`src/rtl/sgi_pkg.sv`:
```
package sgi_pkg;

    typedef enum logic [1:0] {
        SRC_G0   = 2'd0,
        SRC_SG1  = 2'd1,
        SRC_NSG1 = 2'd2,
        SRC_BAD  = 2'd3
    } src_grp_e;

    typedef struct packed {
        logic accept;
        logic drop;
    } verdict_t;

    localparam logic [2:0] ADDR_GROUP = 3'd0;
    localparam logic [2:0] ADDR_MODIF = 3'd1;
    localparam logic [2:0] ADDR_PSET  = 3'd2;
    localparam logic [2:0] ADDR_PCLR  = 3'd3;

    function automatic src_grp_e expected_grp(input logic grp_bit, input logic mod_bit);
        src_grp_e r;
        case ({grp_bit, mod_bit})
            2'b00:   r = SRC_G0;
            2'b01:   r = SRC_SG1;
            default: r = SRC_NSG1;
        endcase
        return r;
    endfunction

endpackage

```
`src/rtl/sgi_cfg_regs.sv`:
```
module sgi_cfg_regs #(
    parameter int NUM_ID = 16
) (
    input  logic              clk,
    input  logic              rst,
    input  logic              we,
    input  logic [2:0]        addr,
    input  logic [NUM_ID-1:0] wdata,
    output logic [NUM_ID-1:0] grp_q,
    output logic [NUM_ID-1:0] mod_q
);
    import sgi_pkg::*;

    always_ff @(posedge clk) begin
        if (rst) begin
            grp_q <= '0;
            mod_q <= '0;
        end else if (we) begin
            if (addr == ADDR_GROUP) grp_q <= wdata;
            if (addr == ADDR_MODIF) mod_q <= wdata;
        end
    end

endmodule

```
`src/rtl/sgi_match.sv`:
```
module sgi_match #(
    parameter int NUM_ID = 16,
    parameter int ID_W   = $clog2(NUM_ID)
) (
    input  logic                req_valid,
    input  logic [ID_W-1:0]     req_id,
    input  sgi_pkg::src_grp_e   req_grp,
    input  logic [NUM_ID-1:0]   grp_q,
    input  logic [NUM_ID-1:0]   mod_q,
    output sgi_pkg::verdict_t   verdict,
    output logic [NUM_ID-1:0]   hit_vec
);
    import sgi_pkg::*;

    localparam logic [ID_W:0] ID_LIMIT = NUM_ID[ID_W:0];

    logic     in_range;
    src_grp_e want;

    always_comb begin
        in_range       = ({1'b0, req_id} < ID_LIMIT);
        want           = in_range ? expected_grp(grp_q[req_id], mod_q[req_id]) : SRC_BAD;
        verdict.accept = req_valid && in_range && (req_grp == want);
        verdict.drop   = req_valid && !verdict.accept;
        hit_vec        = '0;
        if (verdict.accept) hit_vec[req_id] = 1'b1;
    end

endmodule

```
`src/rtl/sgi_pend_bank.sv`:
```
module sgi_pend_bank #(
    parameter int NUM_ID = 16
) (
    input  logic              clk,
    input  logic              rst,
    input  logic [NUM_ID-1:0] req_set,
    input  logic [NUM_ID-1:0] sw_set,
    input  logic [NUM_ID-1:0] sw_clr,
    output logic [NUM_ID-1:0] pend
);

    for (genvar i = 0; i < NUM_ID; i++) begin : g_bit
        logic bit_q;

        always_ff @(posedge clk) begin
            if (rst) bit_q <= 1'b0;
            else     bit_q <= (bit_q & ~sw_clr[i]) | sw_set[i] | req_set[i];
        end

        assign pend[i] = bit_q;

        AST_MATCH_SETS: assert property (@(posedge clk) disable iff (rst)
            req_set[i] |=> pend[i]);
        AST_NO_SPURIOUS: assert property (@(posedge clk) disable iff (rst)
            (!req_set[i] && !sw_set[i] && !pend[i]) |=> !pend[i]);
        AST_REQ_BEATS_CLR: assert property (@(posedge clk) disable iff (rst)
            (req_set[i] && sw_clr[i]) |=> pend[i]);
    end

endmodule

```
`src/rtl/sgi_delivery.sv`:
```
module sgi_delivery #(
    parameter int NUM_ID = 16,
    parameter int CNT_W  = 16,
    parameter int ID_W   = $clog2(NUM_ID)
) (
    input  logic              clk,
    input  logic              rst,
    input  logic              req_valid,
    input  logic [ID_W-1:0]   req_id,
    input  logic [1:0]        req_group,
    input  logic              reg_we,
    input  logic [2:0]        reg_addr,
    input  logic [NUM_ID-1:0] reg_wdata,
    output logic [NUM_ID-1:0] reg_rdata,
    output logic [NUM_ID-1:0] pending,
    output logic              drop_pulse,
    output logic [CNT_W-1:0]  drop_count
);
    import sgi_pkg::*;

    localparam logic [CNT_W-1:0] CNT_MAX = '1;

    logic [NUM_ID-1:0] grp_q, mod_q, hit_vec, sw_set, sw_clr;
    verdict_t          verdict;

    sgi_cfg_regs #(.NUM_ID(NUM_ID)) u_cfg (
        .clk(clk), .rst(rst), .we(reg_we), .addr(reg_addr), .wdata(reg_wdata),
        .grp_q(grp_q), .mod_q(mod_q)
    );

    sgi_match #(.NUM_ID(NUM_ID), .ID_W(ID_W)) u_match (
        .req_valid(req_valid), .req_id(req_id), .req_grp(src_grp_e'(req_group)),
        .grp_q(grp_q), .mod_q(mod_q), .verdict(verdict), .hit_vec(hit_vec)
    );

    always_comb begin
        sw_set = (reg_we && reg_addr == ADDR_PSET) ? reg_wdata : '0;
        sw_clr = (reg_we && reg_addr == ADDR_PCLR) ? reg_wdata : '0;
    end

    sgi_pend_bank #(.NUM_ID(NUM_ID)) u_pend (
        .clk(clk), .rst(rst), .req_set(hit_vec), .sw_set(sw_set), .sw_clr(sw_clr),
        .pend(pending)
    );

    always_ff @(posedge clk) begin
        if (rst) begin
            drop_pulse <= 1'b0;
            drop_count <= '0;
        end else begin
            drop_pulse <= verdict.drop;
            if (verdict.drop && drop_count != CNT_MAX) drop_count <= drop_count + 1'b1;
        end
    end

    always_comb begin
        case (reg_addr)
            ADDR_GROUP:          reg_rdata = grp_q;
            ADDR_MODIF:          reg_rdata = mod_q;
            ADDR_PSET, ADDR_PCLR: reg_rdata = pending;
            default:             reg_rdata = '0;
        endcase
    end

    AST_ONE_HIT: assert property (@(posedge clk) disable iff (rst)
        $onehot0(hit_vec));
    AST_CNT_STEP: assert property (@(posedge clk) disable iff (rst)
        (drop_pulse && $past(drop_count) != CNT_MAX) |-> drop_count == CNT_W'($past(drop_count) + 1'b1));
    AST_CNT_HOLD: assert property (@(posedge clk) disable iff (rst)
        !drop_pulse |-> $stable(drop_count));
    AST_CNT_SAT: assert property (@(posedge clk) disable iff (rst)
        ($past(drop_count) == CNT_MAX) |-> drop_count == CNT_MAX);

endmodule

```
`config.mk`:
```
export PLATFORM = sky130hd
export DESIGN_NAME = sgi_delivery
export DESIGN_NICKNAME = d
export VERILOG_FILES = /design/src/rtl/sgi_pkg.sv /design/src/rtl/sgi_cfg_regs.sv /design/src/rtl/sgi_match.sv /design/src/rtl/sgi_pend_bank.sv /design/src/rtl/sgi_delivery.sv
export SDC_FILE = /design/constraint.sdc
export NUM_CORES = 1
export LEC_CHECK = 0
export ABC_AREA = 1
export BUFFER_PORTS_ARGS = -buffer_cell sky130_fd_sc_hd__clkbuf_2
export CAP_MARGIN = 20
export CORE_MARGIN = 1
export CORE_UTILIZATION = 33
export CTS_CLUSTER_DIAMETER = 150
export DETAILED_ROUTE_END_ITERATION = 16
export HOLD_SLACK_MARGIN = 0.05
export SETUP_SLACK_MARGIN = 0.05
export SYNTH_ARGS = -nofsm -noshare
export SYNTH_HDL_FRONTEND = slang
export SYNTH_SLANG_ARGS = --single-unit
```
`constraint.sdc`:
```
create_clock -name clk -period 2.2 [get_ports clk]
set_input_delay 0.44 -clock clk [delete_from_list [all_inputs] [get_ports clk]]
set_output_delay 0.44 -clock clk [all_outputs]
set_load 0.02 [all_outputs]
```
==> metrics, run 1 <==
Cell variety after synth 26; Clock Tree Buf Depth 2; Ports approximately 80; placed cell count about 760; outcome complete, no violations; max_slew headroom 70.1%; DRC violation total after the first TritonRoute iteration roughly 170; worst-margin pin slew approximately 0.45 ns; CTS tree done; core area roughly 11,000 um^2; Max FO, Critical Path 14; min Tclk post-route ~2 ns; Skew-Pair Late Insertion Delay ~0.36 ns; dpl hpwl between 7000 and 8000 um; Final nets 664; Synth Warn # 0; routed len/inst ~14 um; Worst-path clk slew 0.08 ns; commonest non-fill, non-tap cells in the layout nand2_1 (181), clkbuf_2 (77), dfxtp_1 (65); CTS Buf Count 9; first-pass GRT wire length 17,500 um; Syn Inst Count approximately 570; die height about 110 um; Initial Util roughly a third; Avg Synthesized Cell Area about 6.4 um^2; antenna violations before repair 0; P_int roughly 0.0019 W; first-pass detailed-route iteration total 5; via count approximately 3,900; Final ANT Viol Nets 0; Design Area, Final about 4300 um^2; GRT overflow 0; I/O Buffers 77; pre-CTS setup slack -0.0144 ns; Placed Area around 4100 um^2; drt drc 0; final worst path period share between 90% and 100%; Non-Filler Instances approximately 780; post-synthesis register bit count 65; vias in the first global route ~3,600; WS Path Type flip-flop to flip-flop; final worst slack 0.201 ns; CTS Sinks 65; CTS Root Buffer Type clkbuf_8; share of layout cells above drive strength 1 ~18%; P&R area growth vs syn 18.8%; total global-route track usage a little under 20%; most common cell after layout, fill and taps aside nand2_1; post-synthesis sequential area ratio a little over a third; Critical Path End Type flip-flop; std cell rows 38; die area about 11,000 um^2; total wire length 10,900 um; Net Sw Frac 28.7%; Setup crit start kind flip-flop; Clock Skew approximately 0.013 ns; pwr/cell area 607 nW/um^2; largest net degree at the start of global routing 36; type of the tightest min-delay check primary input to flip-flop; Hold-fix buffers, CTS 0; Fin. Hold Viols 0; Max Freq around 0.5 GHz; # setup viols final 0; power share of the clock group 39.7%; Peak supply drop 0.286 mV; Post-Syn Nets 602; H-tree lvl count 3; power share of the combinational group roughly an eighth; WP data arrival ~2.3 ns; vias per cell between 5 and 6; die width about 110 um; unrepaired setup endpoints after global routing no; synthesized area between 3000 and 4000 um^2; leak pwr roughly 2.0 nW; Switching Power 0.000756 W; Max Slew Vio Count 0; part of the power in registers 47.2%; WP data required about 2.5 ns; Inserted Diodes 0; Max-Cap Viols 0; FILL cells around 1,200; final core utilization between 40% and 50%; Tot Pwr 0.00263 W; routability cong. just under 0.9
## logic make-up (layout without fill, tap and decap cells)
| kind of cell | Yosys count | count (layout) | share of synthesized area (%) |
|---|---|---|---|
| adder cells (fa/ha/maj) | 1 | 1 | 0.343 |
| buffers and inverters | 92 | 158 | 11.8 |
| AND/OR/NAND/NOR | 281 | 282 | 31.8 |
| AO/OA/AOI/OAI | 121 | 121 | 17.5 |
| XOR/XNOR | 12 | 12 | 2.88 |
| flip-flops | 65 | 65 | 35.6 |
## per-stage QoR
step / hold slack (ns) / setup TNS (ns)
2_1_floorplan: 0.504 / 0
3_3_place_gp: 0.487 / -0.0117
3_5_place_dp: 0.490 / -0.0597
4_1_cts: 0.345 / 0
5_1_grt: 0.357 / 0
6_report: 0.361 / 0
## metal layers
metal | GRT usage (%) | vias to the layer above | share of wire, % | wire, um
met4 | 6.65 | 0 | 1.5 | 163
met2 | 32.3 | 97 | 47 | 5110
met5 | 0 | - | 0 | 0
met1 | 25.1 | 1825 | 46 | 4960
met3 | 4.62 | 14 | 6.1 | 662
li1 | - | 1975 | - | -
## Yosys cell counts, drive strengths merged
| library cell | number | area [um^2] |
|---|---|---|
| nand2 | 181 | 679 |
| a21oi | 61 | 305 |
| nand3 | 19 | 113 |
| clkinv | 1 | 3.75 |
| nor3 | 5 | 25.0 |
| o21ai | 38 | 190 |
| nand4 | 18 | 113 |
| o22ai | 16 | 100 |
| nand3b | 1 | 7.51 |
| clkbuf | 21 | 78.8 |
| xor2 | 6 | 52.6 |
| dfxtp | 65 | 1300 |
| o211ai | 5 | 37.5 |
| ha | 1 | 12.5 |
| xnor2 | 6 | 52.6 |
| nor2 | 57 | 224 |
| inv | 48 | 180 |
| a31oi | 1 | 6.26 |
| buf | 22 | 169 |
## critical path: stages, from the launching register on
cell and delay, ns:
dfxtp_1 0.39, ha_1 0.20, nand2_1 0.08, inv_1 0.06
nand2_1 0.10, nor2_1 0.17, nand4_1 0.10, nor2_1 0.14
nand4_1 0.10, buf_4 0.18, buf_6 0.15, nand4_1 0.09
nand2_1 0.06, nor2_1 0.10
## final timing paths
path | start | to | slack, ns | depth (start not counted)
worst max-delay path | drop_count[0] | drop_count[12] | 0.20 | 13
worst min-delay path | reg_wdata[12] | u_cfg.mod_q[12] | 0.36 | 3
worst max register to register | drop_count[0] | drop_count[12] | 0.20 | 13
worst min register to register | drop_count[6] | drop_count[6] | 0.50 | 2
## power groups by stage
stage | registers [W] | logic (W) | clock network, W
2_1_floorplan | 0.00127 | 0.000229 | 0
3_3_place_gp | 0.00127 | 0.000336 | 0
3_5_place_dp | 0.00127 | 0.000341 | 0
4_1_cts | 0.00124 | 0.000342 | 0.00106
5_1_grt | 0.00125 | 0.000385 | 0.00112
6_report | 0.00124 | 0.000346 | 0.00104
## final cells by class
type | instances | area [um^2] | area share [%]
clock buffer | 11 | 141 | 3.26
timing repair buffer | 93 | 547 | 12.6
tap | 140 | 175 | 4.04
inverter | 49 | 184 | 4.24
multi-input combinational | 416 | 1940 | 44.6
clock inverter | 5 | 55.1 | 1.27
sequential | 65 | 1300 | 30.0
## repair_timing
| action | in CTS | in global routing |
|---|---|---|
| endpoints found under the setup margin | 0 | 15 |
| buffers inserted | 0 | 1 |
| gates resized for setup | 0 | 2 |
## sequential cells by signal, indices dropped and copies added, names as in the netlist
name                cells
drop_count             16
drop_pulse              1
u_cfg.grp_q            16
u_cfg.mod_q            16
u_pend.g_bit.bit_q     16
No activity file was read; power rests on OpenSTA's default activity.
==> inputs of run 2 (changes only) <==
--- a/config.mk
+++ b/config.mk
@@ -13,6 +13,7 @@
 export CTS_CLUSTER_DIAMETER = 150
 export DETAILED_ROUTE_END_ITERATION = 16
 export HOLD_SLACK_MARGIN = 0.05
+export PLACE_DENSITY_LB_ADDON = 0.25
 export SETUP_SLACK_MARGIN = 0.05
 export SYNTH_ARGS = -nofsm -noshare
 export SYNTH_HDL_FRONTEND = slang
==> metrics, run 2 (synthesized netlist as in run 1, its figures left out) <==
core area 10,800 um^2 (unchanged); unrepaired setup endpoints after global routing no; most used cell, CP nand4_1; P&R area growth vs syn 18.9% (about the same); DRC violation total after the first TritonRoute iteration 298 (+76%); CTS Sinks 65 (unchanged); GRT overflow 0 (unchanged); Hold-fix buffers, CTS 0 (unchanged); crit-path leading delay family simple AND/OR/NAND/NOR gates; Max-Cap Viols 0 (unchanged); crit-path cells ha_1 -> nand2_1 -> inv_1 -> nand2_1 -> nor2_2 -> nand4_1 -> nor2_1 -> nand4_1 -> buf_4 -> buf_2 -> nand4_1 -> a21oi_1; Clock Skew 0.0122 ns (-0.000779 ns); Critical Path End Type flip-flop; die width 107 um (unchanged); hold slack 0.371 ns (+0.00963 ns); # setup viols final 0 (unchanged); pwr/cell area 584 nW/um^2 (-3.7%); CTS Buf Count 9 (unchanged); leak pwr 1.96 nW (+0.19%); drt drc 0 (unchanged); Worst-path clk slew 0.07 ns (about the same); Clock Tree Buf Depth 2 (unchanged); Crit path largest cell delay 0.38 ns (about the same); vias in the first global route 3,534 (-1.5%); antenna violations before repair 0 (unchanged); Max FO, Critical Path 7 (-7); first-pass GRT wire length 17,800 um (+1.4%); outcome complete, no violations; dpl hpwl 7460 um (+0.61%); max_slew headroom 69.8% (-0.28 points); Final nets 667 (+0.45%); WP data arrival 2.22 ns (-0.07 ns); routed len/inst 14.2 um (+1.4%); Inserted Diodes 0 (unchanged); std cell rows 38 (unchanged); final worst slack 0.208 ns (+0.00739 ns); routability cong. 0.860 (-3.5%); Max Freq 0.502 GHz (+0.37%); Fin. Hold Viols 0 (unchanged); Initial Util 33.8% (unchanged); WS Path Type flip-flop to flip-flop; vias per cell 5.03 (+0.23%); Max Slew Vio Count 0 (unchanged); Peak supply drop 0.210 mV (-26%); CTS tree done; die area 11,500 um^2 (unchanged); largest net degree at the start of global routing 36 (unchanged); min Tclk post-route 1.99 ns (-0.00739 ns); commonest non-fill, non-tap cells in the layout nand2_1 (181), clkbuf_2 (77), dfxtp_1 (65); WP data required 2.43 ns (-0.06 ns); die height 107 um (unchanged); TNS Setup 0 ns (unchanged); final worst path period share 90.5% (-0.34 points); CP bufs+invs 3 (unchanged); share of layout cells above drive strength 1 18.1% (+0.23 points); I/O Buffers 77 (unchanged); pre-CTS setup slack -0.0960 ns (-0.0817 ns); slowest library cell on the worst path dfxtp_1; Setup crit start kind flip-flop; final core utilization 40.2% (about the same); Ports 78 (unchanged); Skew-Pair Late Insertion Delay 0.35 ns (about the same); worst-margin pin slew 0.452 ns (+0.00421 ns); CTS Root Buffer Type clkbuf_8; Final ANT Viol Nets 0 (unchanged); type of the tightest min-delay check primary input to flip-flop; total global-route track usage 20.0% (+0.40 points); total wire length 11,100 um (+1.8%); via count 3,935 (+0.61%); most common cell after layout, fill and taps aside nand2_1; H-tree lvl count 3 (unchanged); first-pass detailed-route iteration total 6 (+1)
==> run 2: cell count changes in the layout (fill, tap and decap cells not counted), sizes merged <==
cell	change
clkinv	-1
clkbuf	+3
buf	+3
clkinvlp	-1
bufinv	-1
==> run 2: worst min-delay path, cell delays in order <==
cell and delay, ns:
clkbuf_2 0.07, inv_1 0.06, a21oi_1 0.11
==> run 2: power breakdown <==
group | switching, W | internal, W
Combinational | 0.000236 | 0.000113
Clock | 0.000474 | 0.000471
Sequential | 0.0000282 | 0.00121
==> run 2: final timing paths <==
kind                 startpoint              to  slack [ns]  cells past startpoint
setup / recovery  drop_count[0]  drop_count[13]        0.21                     12
hold / removal     reg_wdata[3]  u_cfg.mod_q[3]        0.37                      3
setup reg to reg  drop_count[0]  drop_count[13]        0.21                     12
hold reg to reg   drop_count[6]   drop_count[6]        0.52                      2
==> run 2: layer usage <==
| metal | up-vias | global-route usage [%] | share of wire, % |
|---|---|---|---|
| met4 | 0 | 8.61 | 1.6 |
| met3 | 14 | 3.89 | 6.2 |
| met5 | - | 0 | 0 |
| li1 | 1980 | - | - |
| met1 | 1801 | 26.5 | 46 |
| met2 | 140 | 31.6 | 47 |
==> run 2: cell type report <==
| class | instances | area [um^2] |
|---|---|---|
| Clock inverter | 2 | 12.5 |
| Timing Repair Buffer | 96 | 567 |
| Tap cell | 140 | 175 |
| Inverter | 49 | 184 |
| Sequential cell | 65 | 1300 |
| Clock buffer | 14 | 163 |
| Fill cell | 1168 | 6450 |
| Multi-Input combinational cell | 416 | 1940 |
==> run 2: what timing repair did <==
action	CTS	global route
resized for setup	0	3
endpoints found under the setup margin	0	16
endpoints found under the hold margin	0	0
setup buffers	0	1
==> run 2: metrics by stage <==
stage	instance area [um^2]	instances	power (W)
after floorplan	3650	572	0.00150
after global placement	4130	763	0.00161
after detailed placement	4130	763	0.00161
after CTS	4300	779	0.00255
after global routing	4340	782	0.00266
final	4340	782	0.00254
==> inputs of run 3 (changes only) <==
--- a/config.mk
+++ b/config.mk
@@ -5,7 +5,6 @@
 export SDC_FILE = /design/constraint.sdc
 export NUM_CORES = 1
 export LEC_CHECK = 0
-export ABC_AREA = 1
 export BUFFER_PORTS_ARGS = -buffer_cell sky130_fd_sc_hd__clkbuf_2
 export CAP_MARGIN = 20
 export CORE_MARGIN = 1
==> metrics, run 3 <==
outcome finished with violations; failing checks setup timing; Max-Cap Viols 0 (unchanged); Non-Filler Instances 695 (-11%); Cell variety after synth 37 (+42%); CTS tree done; std cell rows 37 (-2.6%); antenna violations before repair 0 (unchanged); WP data required 2.45 ns (+0.02 ns); predominant post-synthesis flop cell dfxtp_1; vias per cell 5.01 (-0.38%); commonest non-fill, non-tap cells in the layout nand2_1 (84), clkbuf_2 (77), nor2_1 (67); type of the tightest min-delay check primary input to flip-flop; total global-route track usage 20.1% (+0.061 points); Critical Path End Type flip-flop; routability cong. 0.890 (+3.5%); largest net degree at the start of global routing 37 (+2.8%); top-count cell post-synth nand2_1; Skew-Pair Late Insertion Delay 0.36 ns (about the same); most common cell after layout, fill and taps aside nand2_1; Worst-path clk slew 0.08 ns (about the same); H-tree lvl count 3 (unchanged); Crit path largest cell delay 0.50 ns (+0.12 ns); dpl hpwl 8280 um (+11%); total wire length 10,800 um (-3.1%); FFs w/ async S/R, synth 0% (unchanged); vias in the first global route 3,286 (-7.0%); Final nets 584 (-12%); CTS Sinks 65 (unchanged); Post-synth EDFFs 0 (unchanged); Synth top area share 36.5% (+0.86 points); most used cell, CP mux4_2; number of setup buffers added after CTS 0 (unchanged); Ports 78 (unchanged); Syn Inst Count 461 (-19%); placed cell count 679 (-11%); worst-margin pin slew 0.579 ns (+0.126 ns); die height 106 um (-1.2%); Max FO, Critical Path 22 (+15); CTS Buf Count 9 (unchanged); Clock Tree Buf Depth 2 (unchanged); unrepaired setup endpoints after global routing yes; via count 3,484 (-11%); leak pwr 1.89 nW (-3.8%); Fin. Hold Viols 0 (unchanged); worst r2r src u_cfg.grp_q[8]; Max Slew Vio Count 0 (unchanged); synth top area cells dfxtp_1 (37%), a21oi_1 (9.3%), nand2_1 (8.8%); share of layout cells above drive strength 1 31.3% (+13 points); Inserted Diodes 0 (unchanged); crit path from u_cfg.grp_q[8]; # setup viols final 32 (+32); die area 11,200 um^2 (-2.3%); DRC violation total after the first TritonRoute iteration 216 (-28%); FILL cells 1,074 (-8.0%); Avg Synthesized Cell Area 7.73 um^2 (+21%); max_slew headroom 61.3% (-8.5 points); commonest cells in the netlist nand2_1 (84), nor2_1 (67), a21oi_1 (66); GRT overflow 0 (unchanged); min Tclk post-route 2.48 ns (+0.490 ns); slowest library cell on the worst path mux4_2; die width 106 um (-1.2%); Clock Skew 0.0148 ns (+0.00262 ns); largest area contributor in the netlist dfxtp_1; final worst path period share 113% (+22 points); worst hold start reg_wdata[8]; P&R area growth vs syn 27.1%; first-pass GRT wire length 17,400 um (-2.3%); drt drc 0 (unchanged); Peak supply drop 0.312 mV (+48%); crit-path cells mux4_2 -> mux4_2 -> nand3b_1 -> o31ai_4 -> buf_12 -> nor4b_1 -> mux2_2; pre-CTS setup slack -0.594 ns (-0.498 ns); core area 10,400 um^2 (-3.5%); final worst slack -0.282 ns (-0.490 ns); pwr/cell area 575 nW/um^2 (-1.5%); Max Freq 0.403 GHz (-20%); synthesized area 3560 um^2 (-2.4%); first-pass detailed-route iteration total 4 (-2); Setup crit start kind flip-flop; post-synthesis sequential area ratio 36.5% (+0.86 points); WP data arrival 2.73 ns (+0.51 ns); routed len/inst 15.5 um (+9.0%); Post-Syn Nets 491 (-18%); Synth Warn # 0 (unchanged); WS Path Type flip-flop to flip-flop; Initial Util 34.2% (+0.39 points); I/O Buffers 77 (unchanged); post-synthesis register bit count 65 (unchanged); CTS Root Buffer Type clkbuf_8; Final ANT Viol Nets 0 (unchanged)
run 3: cell count changes in the layout (fill, tap and decap cells not counted), sizes merged, moves of 15 or more:
cell,change
nand2,-97
inv,-45
buf,+36
o21ai,-36
mux2i,+17
nor2b,+15
run 3: cells by family after synthesis:
logic type / synth area share [%]
and+or+nand+nor: 27.2
AOI/OAI and AO/OA: 13.9
DFF: 36.5
buffers and inverters: 7.44
muxes: 14.6
adders and majority gates: 0.351
run 3: layer usage:
metal,vias up,wire [um],track usage [%]
li1,1763,-,-
met1,1615,5040,26.3
met2,86,4990,31.9
met3,20,428,5.27
met4,0,290,6.94
met5,-,0,0
run 3: stage by stage:
stage	total power [W]	TNS, ns	area, um^2	hold slack [ns]	utilization, %
3_3_place_gp	0.00157	-15.70	4310	0.505	41.4
6_report	0.00261	-6.78	4530	0.353	43.5
4_1_cts	0.00263	-7.15	4520	0.330	43.4
3_5_place_dp	0.00158	-16.85	4310	0.506	41.4
5_1_grt	0.00273	-9.72	4530	0.333	43.5
2_1_floorplan	0.00145	-7.10	3570	0.445	-
run 3: repair_timing:
action                     CTS  global route
gates cloned                 0             0
hold endpoints to repair     0             0
resized for setup            2             3
setup endpoints to repair   33            33
hold buffers                 0             0
pin swaps                    0             4
run 3: path summary, 6_finish.rpt:
kind | end | slack, ns | cells after the start
worst max-delay path | drop_count[8] | -0.28 | 7
worst min-delay path | u_cfg.grp_q[8] | 0.35 | 3
worst max register to register | drop_count[8] | -0.28 | 7
worst min register to register | drop_count[1] | 0.52 | 2
run 3: layout make-up:
| class | count | area [um^2] | share of cell area, % |
|---|---|---|---|
| clock inverters | 6 | 66.3 | 1.46 |
| well taps | 136 | 170 | 3.76 |
| inverters | 2 | 7.51 | 0.166 |
| multi-input cells | 344 | 2010 | 44.3 |
| repair buffers | 132 | 836 | 18.5 |
| flip-flops and latches | 65 | 1310 | 28.8 |
| clock buffers | 10 | 138 | 3.04 |
run 3: power by group:
| part | switching, W | internal [W] | leakage [nW] |
|---|---|---|---|
| registers | 0.0000227 | 0.00120 | 0.527 |
| clock network | 0.000499 | 0.000556 | 0.0949 |
| logic | 0.000195 | 0.000133 | 1.26 |
run 3: worst max-delay path: cells and delay by family (launching register included):
| family | cells | cell delay (ns) |
|---|---|---|
| buffers and inverters | 1 | 0.16 |
| AOI/OAI and AO/OA | 1 | 0.09 |
| DFF | 1 | 0.34 |
| muxes | 3 | 1.33 |
| and+or+nand+nor | 2 | 0.44 |
